File: src/rtl/ctlport_pkg.sv
package ctlport_pkg;
    localparam int AW       = 6;
    localparam int DW       = 8;
    localparam int NLOC     = 8;
    localparam int NUM_RW   = 5;
    localparam int NUM_CMD  = NLOC - NUM_RW;
    localparam int NSTAT    = 8;
    localparam int STAT_N   = 16;
    localparam int STAT_W   = 24;
    localparam int IDX_W    = $clog2(NLOC);

    typedef struct packed {
        logic             valid;
        logic             low_page;
        logic [IDX_W-1:0] idx;
        logic [DW-1:0]    data;
    } wr_cap_t;
endpackage

File: src/rtl/ctlport_wrcap.sv
module ctlport_wrcap
    import ctlport_pkg::*;
(
    input  logic                clk,
    input  logic                rst_n,
    input  logic [AW-1:0]       addr_i,
    input  logic [DW-1:0]       wdata_i,
    input  logic                wr_n_i,
    output logic [NLOC-1:0]     we_o,
    output logic [DW-1:0]       wbyte_o
);
    localparam int HI_W = AW - IDX_W;

    typedef struct packed {
        logic    sync1;
        logic    sync2;
        logic    sync3;
        wr_cap_t cap;
    } wst_t;

    wst_t st_d, st_q;
    logic fall;

    always_comb begin
        st_d       = st_q;
        st_d.sync1 = wr_n_i;
        st_d.sync2 = st_q.sync1;
        st_d.sync3 = st_q.sync2;
        fall       = st_q.sync3 & ~st_q.sync2;
        st_d.cap.valid = fall;
        if (fall) begin
            st_d.cap.idx      = addr_i[IDX_W-1:0];
            st_d.cap.low_page = (addr_i[AW-1 -: HI_W] == '0);
            st_d.cap.data     = wdata_i;
        end
    end

    always_ff @(posedge clk or negedge rst_n) begin
        if (!rst_n) begin
            st_q.sync1 <= 1'b1;
            st_q.sync2 <= 1'b1;
            st_q.sync3 <= 1'b1;
            st_q.cap   <= '0;
        end else begin
            st_q <= st_d;
        end
    end

    always_comb begin
        we_o = '0;
        if (st_q.cap.valid && st_q.cap.low_page)
            we_o[st_q.cap.idx] = 1'b1;
    end
    assign wbyte_o = st_q.cap.data;

    assert_we_onehot_R5: assert property (@(posedge clk) disable iff (!rst_n)
        $onehot0(we_o));
    assert_we_single_R5: assert property (@(posedge clk) disable iff (!rst_n)
        (we_o != '0) |=> (we_o == '0));
    assert_cap_hold_R4: assert property (@(posedge clk) disable iff (!rst_n)
        !fall |=> $stable(st_q.cap.data));
endmodule

File: src/rtl/ctlport_regs.sv
module ctlport_regs
    import ctlport_pkg::*;
#(
    parameter int CLR_LEN = 1,
    parameter int CMD_LEN = 6
)(
    input  logic                   clk,
    input  logic                   rst_n,
    input  logic [NLOC-1:0]        we_i,
    input  logic [DW-1:0]          wbyte_i,
    output logic [NUM_RW*DW-1:0]   cfg_o,
    output logic [NUM_CMD-1:0]     cmd_o
);
    localparam int MAXLEN = (CLR_LEN > CMD_LEN) ? CLR_LEN : CMD_LEN;
    localparam int CNT_W  = $clog2(MAXLEN + 1);

    typedef struct packed {
        logic [NUM_RW-1:0][DW-1:0]     cfg;
        logic [NUM_CMD-1:0][CNT_W-1:0] cnt;
    } rst_t;

    rst_t st_d, st_q;

    function automatic logic [CNT_W-1:0] cmd_len(input int j);
        return (j == 0) ? CNT_W'(CLR_LEN) : CNT_W'(CMD_LEN);
    endfunction

    always_comb begin
        st_d = st_q;
        for (int i = 0; i < NUM_RW; i++)
            if (we_i[i]) st_d.cfg[i] = wbyte_i;
        for (int j = 0; j < NUM_CMD; j++) begin
            if (we_i[NUM_RW + j])
                st_d.cnt[j] = cmd_len(j);
            else if (st_q.cnt[j] != '0)
                st_d.cnt[j] = st_q.cnt[j] - 1'b1;
        end
    end

    always_ff @(posedge clk or negedge rst_n) begin
        if (!rst_n) st_q <= '0;
        else        st_q <= st_d;
    end

    assign cfg_o = st_q.cfg;

    for (genvar j = 0; j < NUM_CMD; j++) begin : g_cmd
        assign cmd_o[j] = (st_q.cnt[j] != '0);
        assert_cnt_bound_R7: assert property (@(posedge clk) disable iff (!rst_n)
            st_q.cnt[j] <= cmd_len(j));
    end

    assert_cfg_quiet_R3: assert property (@(posedge clk) disable iff (!rst_n)
        (we_i[NUM_RW-1:0] == '0) |=> $stable(cfg_o));
    assert_clr_single_R6: assert property (@(posedge clk) disable iff (!rst_n)
        (cmd_o[0] && !we_i[NUM_RW]) |=> !cmd_o[0]);
endmodule

File: src/rtl/ctlport_rdmux.sv
module ctlport_rdmux
    import ctlport_pkg::*;
(
    input  logic                       clk,
    input  logic                       rst_n,
    input  logic [AW-1:0]              addr_i,
    input  logic                       oe_n_i,
    input  logic [NUM_RW*DW-1:0]       cfg_i,
    input  logic [NSTAT*DW-1:0]        status_i,
    input  logic [STAT_N*STAT_W-1:0]   stats_i,
    output logic [DW-1:0]              rdata_o,
    output logic                       rdrive_o
);
    typedef struct packed {
        logic          drive;
        logic [DW-1:0] data;
    } rd_t;

    rd_t st_d, st_q;
    logic [DW-1:0]     sel;
    logic [STAT_W-1:0] word;
    logic [IDX_W-1:0]  lo;

    always_comb begin
        lo   = addr_i[IDX_W-1:0];
        word = stats_i[addr_i[3:0]*STAT_W +: STAT_W];
        sel  = '0;
        case (addr_i[5:4])
            2'd0: begin
                if (addr_i[3])
                    sel = status_i[lo*DW +: DW];
                else if (int'(lo) < NUM_RW)
                    sel = cfg_i[lo*DW +: DW];
            end
            2'd1: sel = word[7:0];
            2'd2: sel = word[15:8];
            default: sel = word[23:16];
        endcase
        st_d.drive = ~oe_n_i;
        st_d.data  = oe_n_i ? '0 : sel;
    end

    always_ff @(posedge clk or negedge rst_n) begin
        if (!rst_n) st_q <= '0;
        else        st_q <= st_d;
    end

    assign rdata_o  = st_q.data;
    assign rdrive_o = st_q.drive;

    assert_idle_bus_R11: assert property (@(posedge clk) disable iff (!rst_n)
        !rdrive_o |-> (rdata_o == '0));
    assert_drive_follow_R11: assert property (@(posedge clk) disable iff (!rst_n)
        !oe_n_i |=> rdrive_o);
endmodule

File: src/rtl/ctlport_top.sv
module ctlport_top
    import ctlport_pkg::*;
#(
    parameter int CLR_LEN = 1,
    parameter int CMD_LEN = 6
)(
    input  logic                      clk,
    input  logic                      rst_n,
    input  logic [AW-1:0]             cp_addr,
    input  logic [DW-1:0]             cp_wdata,
    input  logic                      cp_wr_n,
    input  logic                      cp_oe_n,
    output logic [DW-1:0]             cp_rdata,
    output logic                      cp_rdrive,
    input  logic [NSTAT*DW-1:0]       status_bytes,
    input  logic [STAT_N*STAT_W-1:0]  stats_words,
    output logic [NUM_RW*DW-1:0]      cfg_values,
    output logic                      clr_err_pulse,
    output logic                      reset_cmd_pulse,
    output logic                      sync_cmd_pulse
);
    logic [NLOC-1:0]    we;
    logic [DW-1:0]      wbyte;
    logic [NUM_CMD-1:0] cmd;

    ctlport_wrcap u_wrcap (
        .clk     (clk),
        .rst_n   (rst_n),
        .addr_i  (cp_addr),
        .wdata_i (cp_wdata),
        .wr_n_i  (cp_wr_n),
        .we_o    (we),
        .wbyte_o (wbyte)
    );

    ctlport_regs #(.CLR_LEN(CLR_LEN), .CMD_LEN(CMD_LEN)) u_regs (
        .clk     (clk),
        .rst_n   (rst_n),
        .we_i    (we),
        .wbyte_i (wbyte),
        .cfg_o   (cfg_values),
        .cmd_o   (cmd)
    );

    ctlport_rdmux u_rdmux (
        .clk      (clk),
        .rst_n    (rst_n),
        .addr_i   (cp_addr),
        .oe_n_i   (cp_oe_n),
        .cfg_i    (cfg_values),
        .status_i (status_bytes),
        .stats_i  (stats_words),
        .rdata_o  (cp_rdata),
        .rdrive_o (cp_rdrive)
    );

    assign clr_err_pulse   = cmd[0];
    assign reset_cmd_pulse = cmd[1];
    assign sync_cmd_pulse  = cmd[2];

    assert_cmd_after_write_R6: assert property (@(posedge clk) disable iff (!rst_n)
        $rose(clr_err_pulse) |-> $past(we[NUM_RW]));
endmodule

File: config.mk
export PLATFORM = sky130hd
export DESIGN_NAME = ctlport_top
export DESIGN_NICKNAME = d
export VERILOG_FILES = /design/src/rtl/ctlport_pkg.sv /design/src/rtl/ctlport_wrcap.sv /design/src/rtl/ctlport_regs.sv /design/src/rtl/ctlport_rdmux.sv /design/src/rtl/ctlport_top.sv
export SDC_FILE = /design/constraint.sdc
export NUM_CORES = 1
export LEC_CHECK = 0
export BUFFER_PORTS_ARGS = -buffer_cell sky130_fd_sc_hd__clkbuf_2
export CORE_AREA = 2 2 201 203
export DETAILED_ROUTE_END_ITERATION = 6
export DIE_AREA = 0 0 203 205
export SLEW_MARGIN = 20
export SYNTH_ARGS = -nofsm -noshare
export SYNTH_HDL_FRONTEND = slang
export SYNTH_HIERARCHICAL = 1
export SYNTH_SLANG_ARGS = --single-unit
File: constraint.sdc
create_clock -name clk -period 3.9 [get_ports clk]
set_input_delay 0.195 -clock clk [delete_from_list [all_inputs] [get_ports clk]]
set_output_delay 0.195 -clock clk [all_outputs]
set_load 0.03 [all_outputs]
## Word level (Yosys, flattened, before mapping)

Index checks and enable logic that the tools add are counted.

| cells by class | value |
|---|---|
| add/sub/neg operators | 3 |
| multipliers | 1 |
| order comparisons | 3 |
| equal/unequal tests | 2 |
| shift-type cells | 3 |
| mux-type cells | 13 |
| bitwise logic cells | 3 |
| reduce and logical (&&, ||, !) cells | 10 |

Operator list:

| cell | number |
|---|---|
| $shiftx 384x10->24 | 1 |
| $shiftx 64x7->8 | 1 |
| $shiftx 40x7->8 | 1 |
| $mux 8 | 4 |
| $pmux 8 s3 | 1 |
| $mux 3 | 6 |
| $reduce_bool 3->1 | 3 |
| $sub 3x1->3 const B | 3 |
| $mul 4x2->6 const B | 1 |
| $reduce_bool 2->1 | 3 |
| $lt 3x4->1 const B | 1 |
| $demux 1 s3 | 1 |
| $ge 3x1->1 const B | 1 |
| $logic_not 3->1 | 1 |
| $lt 3x3->1 const B | 1 |
| $eq 2x1->1 const B | 1 |
| $eq 2x2->1 const B | 1 |
| $logic_and 1x1->1 | 2 |
| $logic_not 2->1 | 1 |
| $not 1->1 | 2 |
| $and 1x1->1 | 1 |
| $mux 1 | 1 |

| storage, ports and cells | value |
|---|---|
| register bits after elaboration | 74 |
| output and inout bits | 52 |
| logic and storage cells | 55 |

## Longest topological paths before layout

Gate-level depths: netlist of run 1.

| depth | value |
|---|---|
| depth in word-level cells | 6 |
| mapped depth | 9 |
| gate-level depth less buffers | 5 |

## By module

Netlist of run 1, hierarchy kept.

Modules (own cells, without submodules):

| module | instances | cells each | area an instance (um^2) | sequential area each (um^2) |
|---|---|---|---|---|
| ctlport_rdmux | 1 | 294 | 4310.4 | 225.2 |
| ctlport_regs | 1 | 175 | 2337.2 | 1226.2 |
| ctlport_wrcap | 1 | 52 | 733.2 | 404.1 |

## Worst setup path after synthesis of run 1

OpenSTA, ideal clock, no wires.

| timing | value |
|---|---|
| path type | input to register |
| from | in cp_addr[0] |
| to | reg u_rdmux.st_q (netlist bit u_rdmux/rdata_o[2]) |
| library setup time | 127 ps |
| data arrival time | 1847 ps |
| data required time | 3773 ps |
| setup slack | 1926 ps |
| stages on the path | 8 |
| path buffers | 3 |
| cells stage by stage | buf_6 > buf_4 > buf_2 > mux4_2 > mux2i_1 > o22ai_1 > a221oi_1 > nor2_1 |

RTL lines:

| item | line | text |
|---|---|---|
| from (decl) | ctlport_top.sv:9 | `input logic [AW-1:0] cp_addr,` |
| to (signal assigned) | ctlport_rdmux.sv:45 | `else st_q <= st_d;` |
| to (decl) | ctlport_rdmux.sv:19 | `rd_t st_d, st_q;` |

==> run_results.csv, run 1 <==
group,metric,value,unit
floorplanning,initial_core_util,0.187,
routing,totalWireLength,36100,µm
worst_setup_path,end_kind,"register",
placed_design,routabilityCongestion,0.841,
floorplanning,io_pins,518,
sta,rsz0062_at_grt,"no",
sta,finalHoldViolCount,0,
run_status,outcome,"finished, final reports clean",
grt,grt_max_degree,75,
worst_setup_path,crit_path_start_kind,"input port",
yosys,synth_flop_cell,"dfrtp_1",
routing,drt_pass1_iterations,5,
sta,fmax,0.427,GHz
floorplanning,die_x,203,µm
routing,num_vias,7004,
routing,routedWlPerCell,23.9,µm
routing,ant_nets,0,
grt,grt_overflow_total,0,
placed_design,port_buffers,517,
power_and_ir_drop,p_comb_frac,0.420,
floorplanning,die_h,205,µm
yosys,ys_seq_elements,74,
worst_setup_path,arrival,2560,ps
clock_network,clk_latency,350,ps
clock_network,clockBufferDepth,2,
sta,fin_crit,2340,ps
worst_setup_path,cp_cell_sequence,"buf_6, buf_4, mux4_1, mux4_2, o21ai_0, a21oi_1",
clock_network,clkTransAtPathRegs,70,ps
power_and_ir_drop,power_frac_seq,0.311,
sta,timing.setup.tns,0,ps
placed_design,dp_cells,1486,
power_and_ir_drop,ir_drop,175,µV
power_and_ir_drop,p_leak,0.00509,µW
layout,syn_to_final_growth,41.0,%
job,cap_violations,0,
grt,first_global_vias,7111,
placed_design,dpl.hpwl,30000,µm
yosys,synth-xor-area-share,0.00119,
clock_network,cts-root-buf,"clkbuf_16",
routing,wl_met3,3420,µm
sta,setup-violations-final,0,
power_and_ir_drop,clkPwrFrac,0.269,
layout,fillers,4157,
routing,met1_length,14600,µm
grt,grt_pass1_wl,48600,µm
floorplanning,die-area,41600,µm²
sta,worstMarginPinSlew,1150,ps
sta,clock_skew,13.4,ps
layout,nets,1446,
yosys,synth_area,7380,µm²
clock_network,cts.htree.levels,3,
yosys,ys_seq_area_frac,0.251,
worst_setup_path,worstSetupPathType,"in -> reg",
routing,top_layer_used,"met5",
yosys,ys_types,47,
sta,finalCritPeriodShare,0.600,
worst_setup_path,reg2reg_to,"u_regs/cfg_o[23]",
grt,grtUsageTotal,0.163,
routing,wl_met2,17500,µm
sta,relSlewSlack,0.228,
worst_setup_path,reg2reg_depth,3,
yosys,synth_top_family_by_area,"multiplexers",
power_and_ir_drop,switching_share,0.365,
clock_network,cts.sinks,74,
layout,final-instance-count-excl-fill,1507,
clock_network,cts_buffers,9,
floorplanning,coreArea,39400,µm²
floorplanning,rows,73,
yosys,synthArstFlopShare,1.00,
power_and_ir_drop,p_per_area,322,nW/µm²
layout,drive_gt1_frac,0.744,
yosys,syn-num-nets,993,
sta,holdWs,74.2,ps
yosys,synth-simple-area-share,0.0414,
routing,viasPerCell,4.65,
worst_setup_path,crit_required,4120,ps
worst_setup_path,critical-path-slowest-cell,"mux4_1",
worst_hold_path,hp-start,"cp_wdata[3]",
power_and_ir_drop,power.internal,2130,µW
clock_network,cts_resized,0,
yosys,synth.area.mux_share,0.533,
sta,slew_viol_final,0,
worst_setup_path,critPathMaxStageDelay,590,ps
yosys,synth_enable_flop_cells,0,
yosys,synth_fa_ha_area_frac,0.0102,
yosys,synth_compound_area_frac,0.0581,
yosys,ys_warn_count,6,
worst_setup_path,ff2ff_setup_slack,1780,ps
worst_setup_path,r2r-start,"u_wrcap/st_q[8]",
worst_setup_path,worstPathMaxFanout,35,
routing,drtIter0Drc,606,
worst_hold_path,hold_path_depth,2,
yosys,avgSynthCellArea,14.2,µm²
routing,drc,0,
grt,antenna_found_initial,10,
yosys,syn_inst,521,
clock_network,cts_tree,"built",
worst_hold_path,hold_path_class,"in -> reg",
worst_hold_path,whs_endpoint,"u_wrcap/wbyte_o[3]",
power_and_ir_drop,p_sw,1230,µW
==> synth_stat cells, types with 5 or more instances <==
cell | instances | area, µm²
nor2_1 | 15 | 56.3
a21oi_1 | 5 | 25.0
a221oi_1 | 8 | 70.1
buf_2 | 17 | 85.1
nor2b_1 | 8 | 50.1
clkbuf_1 | 5 | 18.8
mux4_2 | 112 | 2520
mux2_2 | 44 | 495
mux2i_1 | 38 | 380
mux4_1 | 14 | 368
o22ai_1 | 5 | 31.3
ha_1 | 6 | 75.1
buf_4 | 55 | 413
o21ai_1 | 6 | 30.0
mux2_4 | 11 | 165
inv_1 | 12 | 45.0
buf_6 | 9 | 101
o221ai_1 | 6 | 52.6
nand2_1 | 9 | 33.8
a22oi_1 | 5 | 37.5
nand2b_1 | 7 | 43.8
o21ai_0 | 14 | 70.1
dfrtp_1 | 71 | 1780
buf_12 | 5 | 100
==> sequential cells by signal (all words and copies together), names as in the netlist <==
signal            flops
u_rdmux/rdrive_o      1
u_wrcap/wbyte_o       8
u_wrcap/st_d          2
u_regs/st_q           9
u_rdmux/rdata_o       8
u_wrcap/st_q          6
u_regs/cfg_o         40
==> cell type report <==
class	count	area, µm²	area share
multi-input combinational	341	4760	0.457
timing repair buffer	535	2770	0.266
sequential	74	1860	0.178
tap	525	657	0.0631
clock buffer	9	225	0.0216
clock inverter	7	83.8	0.00805
inverter	13	48.8	0.00469
antenna	3	7.51	0.000721
==> what timing repair did <==
action,CTS,global route
hold buffers,1,1
endpoints found under the setup margin,0,0
hold endpoints to repair,1,71
setup buffers,0,0
==> through the flow <==
stage                     cell area (µm²)  setup WS, ps  power (µW)   util
after CTS                           10400          1500        3420  0.264
final                               10400          1560        3360  0.264
after global routing                10400          1330        3560  0.264
after detailed placement            10100          1120        2480  0.256
after floorplan                      7380          1930        2000      -
after global placement              10100          1140        2440  0.256
==> worst max-delay path, delay by kind of cell <==
kind,cells,cell delay (ps)
AO/OA/AOI/OAI,2,510
buffers and inverters,2,780
multiplexers,2,1050
==> placed cells by master, fill, tap and decap left out, types with 2 or more instances in the layout <==
master / synthesis / layout
clkbuf_2: 1 / 513
inv_1: 12 / 12
mux2_2: 44 / 44
a21oi_1: 5 / 5
buf_6: 9 / 3
dlygate4sd3_1: 0 / 2
o211ai_1: 2 / 2
dfstp_2: 3 / 3
mux2i_1: 38 / 38
o22ai_1: 5 / 5
inv_6: 0 / 3
diode_2: 0 / 3
mux4_2: 112 / 112
a211o_1: 2 / 2
clkbuf_16: 0 / 9
nand2b_1: 7 / 7
a31oi_1: 2 / 2
nand3b_1: 3 / 3
buf_12: 5 / 2
nor3_2: 0 / 2
buf_4: 55 / 14
ha_1: 6 / 6
nor2b_1: 8 / 8
a221oi_1: 8 / 8
o21ai_0: 14 / 14
nor2_1: 15 / 15
a22oi_1: 5 / 5
a211oi_1: 2 / 2
o21ai_1: 6 / 6
nor2b_4: 2 / 2
mux2_4: 11 / 11
o221ai_1: 6 / 6
dfrtp_1: 71 / 71
nand2_1: 9 / 9
mux4_1: 14 / 14
==> power groups by stage <==
stage               Clock [µW]  Sequential, µW  Combinational, µW
global route               977            1060               1520
CTS                        950            1040               1430
detailed placement           0            1060               1420
finish                     903            1040               1410
global placement             0            1050               1390
floorplan                    0            1000                991
==> metal layers <==
layer | GRT usage | vias to the layer above
met2 | 0.268 | 446
met5 | 0 | -
met4 | 0.0331 | 14
li1 | - | 2999
met3 | 0.0509 | 37
met1 | 0.212 | 3508
==> cells by family after synthesis <==
family | count (synthesis)
muxes | 219
buffers and inverters | 106
xor gates and xnor gates | 1
AOI/OAI and AO/OA | 62
DFF | 74
adders and majority gates | 6
and+or+nand+nor | 53
==> worst max path at each step <==
stage | start | cells past startpoint | to
2_1_floorplan | cp_addr[0] | 8 | u_rdmux/rdata_o[2]
3_3_place_gp | cp_addr[0] | 6 | u_rdmux/rdata_o[0]
3_5_place_dp | cp_addr[0] | 6 | u_rdmux/rdata_o[0]
4_1_cts | cp_addr[0] | 6 | u_rdmux/rdata_o[0]
5_1_grt | cp_addr[0] | 7 | u_rdmux/rdata_o[5]
6_report | cp_addr[0] | 6 | u_rdmux/rdata_o[0]
(Power assumes the default switching activity.)
==> run 2, diff against run 1 <==
--- a/config.mk
+++ b/config.mk
@@ -6,9 +6,9 @@
 export NUM_CORES = 1
 export LEC_CHECK = 0
 export BUFFER_PORTS_ARGS = -buffer_cell sky130_fd_sc_hd__clkbuf_2
-export CORE_AREA = 2 2 201 203
+export CORE_AREA = 2 2 202 204
 export DETAILED_ROUTE_END_ITERATION = 6
-export DIE_AREA = 0 0 203 205
+export DIE_AREA = 0 0 204 206
 export SLEW_MARGIN = 20
 export SYNTH_ARGS = -nofsm -noshare
 export SYNTH_HDL_FRONTEND = slang
==> constraint.sdc (replaced) <==
create_clock -name clk -period 2.2 [get_ports clk]
set_input_delay 0.11 -clock clk [delete_from_list [all_inputs] [get_ports clk]]
set_output_delay 0.11 -clock clk [all_outputs]
set_load 0.03 [all_outputs]
==> run 2 against run 1 <==
Worst setup slack got worse by 1400 ps. Sequential cell count did not move. Total power rose by 80%. Register-to-register slack got worse by 1600 ps. Largest power group unchanged. Sequential share of layout area fell by 0.83 points. Die area rose by 0.98%. Core utilization rose by 0.72 points. First-iteration DRC count fell by 9.2%. Via count rose by 2.1%. Critical endpoint is now u_rdmux/rdata_o[7]. Critical path depth rose by 1.
==> run_results.csv, run 2 (synthesis gave the netlist of run 1 again) <==
group,metric,value,unit
worst_setup_path,crit_family,"multiplexers",
routing,drt_pass1_iterations,5,
floorplanning,rows,74,
worst_hold_path,whs_endpoint,"u_rdmux/rdrive_o",
placed_design,placed_area,10500,µm²
worst_setup_path,r2r-start,"u_regs/cfg_o[31]",
sta,fin_crit,2010,ps
worst_hold_path,hold_path_depth,2,
placed_design,routabilityCongestion,0.869,
worst_hold_path,hold_path_class,"in -> reg",
sta,rsz0062_at_grt,"no",
layout,final_cell_area,10900,µm²
sta,final.setup.worst_slack,187,ps
routing,ant_nets,0,
sta,timing.setup.tns,0,ps
grt,grt_max_degree,46,
grt,first_global_vias,7252,
sta,slew_viol_final,0,
placed_design,port_buffers,517,
sta,finalCritPeriodShare,0.915,
job,cap_violations,0,
grt,antenna_found_initial,15,
worst_setup_path,cp_cell_sequence,"mux4_2, mux2i_1, buf_4, o21ai_0, buf_4, a221oi_1, nor2_1",
worst_setup_path,path_common_cell,"buf_4",
layout,largest_reg_flops,40,
power_and_ir_drop,p_leak,0.00536,µW
clock_network,cts_tree,"built",
sta,finalHoldViolCount,0,
clock_network,cts.sinks,74,
floorplanning,die_h,206,µm
worst_setup_path,path_buf_inv,2,
worst_setup_path,reg2reg_to,"u_rdmux/rdata_o[7]",
grt,grtUsageTotal,0.161,
layout,fillers,4214,
layout,syn_to_final_growth,47.9,%
worst_setup_path,critical-path-slowest-cell,"mux4_2",
routing,routedWlPerCell,23.1,µm
routing,drtIter0Drc,550,
placed_design,preCtsSetupSlack,-473,ps
power_and_ir_drop,ir_drop,333,µV
sta,clock_skew,15.9,ps
grt,grt_pass1_wl,48600,µm
worst_setup_path,arrival,2230,ps
layout,nets,1492,
clock_network,clk_latency,350,ps
clock_network,cts-root-buf,"clkbuf_16",
worst_hold_path,hp-start,"cp_oe_n",
worst_setup_path,critPathLaunch,"u_regs/cfg_o[31]",
worst_setup_path,end_kind,"register",
floorplanning,die-area,42000,µm²
worst_setup_path,crit_path_start_kind,"register",
clock_network,cts_buffers,9,
floorplanning,initial_core_util,0.184,
worst_setup_path,reg2reg_depth,7,
sta,fmax,0.497,GHz
worst_setup_path,crit_required,2420,ps
clock_network,cts_setup_buffers,0,
routing,num_vias,7148,
routing,drc,0,
floorplanning,die_x,204,µm
grt,grt_overflow_total,0,
worst_setup_path,cp.depth,7,
worst_setup_path,worstPathMaxFanout,3,
floorplanning,io_pins,518,
placed_design,dpl.hpwl,30300,µm
power_and_ir_drop,p_per_area,553,nW/µm²
worst_setup_path,worstSetupPathType,"reg -> reg",
clock_network,cts.htree.levels,3,
clock_network,clkTransAtPathRegs,70,ps
clock_network,clockBufferDepth,2,
sta,setup-violations-final,0,
routing,totalWireLength,36100,µm
sta,worstMarginPinSlew,948,ps
layout,drive_gt1_frac,0.748,
routing,viasPerCell,4.58,
layout,final_common_cell,"clkbuf_2",
layout,mostFrequentLayoutCells,"clkbuf_2, mux4_2, dfrtp_1, mux2_2, buf_4",
sta,relSlewSlack,0.366,
worst_setup_path,ff2ff_setup_slack,190,ps
run_status,outcome,"finished, final reports clean",
worst_setup_path,critPathMaxStageDelay,450,ps
floorplanning,coreArea,40200,µm²
==> run 2: what timing repair did <==
action | in CTS | in global routing
endpoints found under the hold margin | 38 | 0
hold buffers | 10 | 0
endpoints found under the setup margin | 1 | 0
resized for setup | 1 | 0
==> run 2: layout make-up <==
cell class	count	area, µm²	share of cell area
sequential	74	1860	0.170
tap	532	666	0.0610
clock buffer	9	225	0.0206
clock inverter	7	83.8	0.00768
timing repair buffer	581	3260	0.299
antenna	4	10.0	0.000917
inverter	13	48.8	0.00447
multi-input combinational	341	4770	0.437
==> run 2: how the worst max path moves through the flow <==
stage,to
CTS,u_rdmux/rdata_o[7]
detailed placement,u_rdmux/rdata_o[2]
global placement,u_rdmux/rdata_o[2]
global route,u_rdmux/rdata_o[7]
finish,u_rdmux/rdata_o[7]
floorplan,u_rdmux/rdata_o[2]
==> run 2: layer usage <==
metal,up-vias,share of wire,track usage
li1,3100,-,-
met1,3575,0.40,0.196
met2,407,0.49,0.269
met3,42,0.099,0.0645
met4,24,0.014,0.0355
met5,-,0.0041,0
==> run 2: report_power, final <==
part           internal [µW]  total (µW)  switching [µW]  leakage (µW)
logic                   1340        2590            1250       0.00425
clock network            903        1610             712      0.000149
registers               1620        1830             217      0.000955
==> run 2: metrics by stage <==
stage          power (µW)  utilization  hold slack (ps)  std cells
2_1_floorplan        3540            -             -186        521
3_3_place_gp         4380        0.261              104       1531
3_5_place_dp         4460        0.261              106       1531
4_1_cts              6170        0.271             58.1       1557
5_1_grt              6410        0.272             82.9       1559
6_report             6040        0.272             91.0       1561
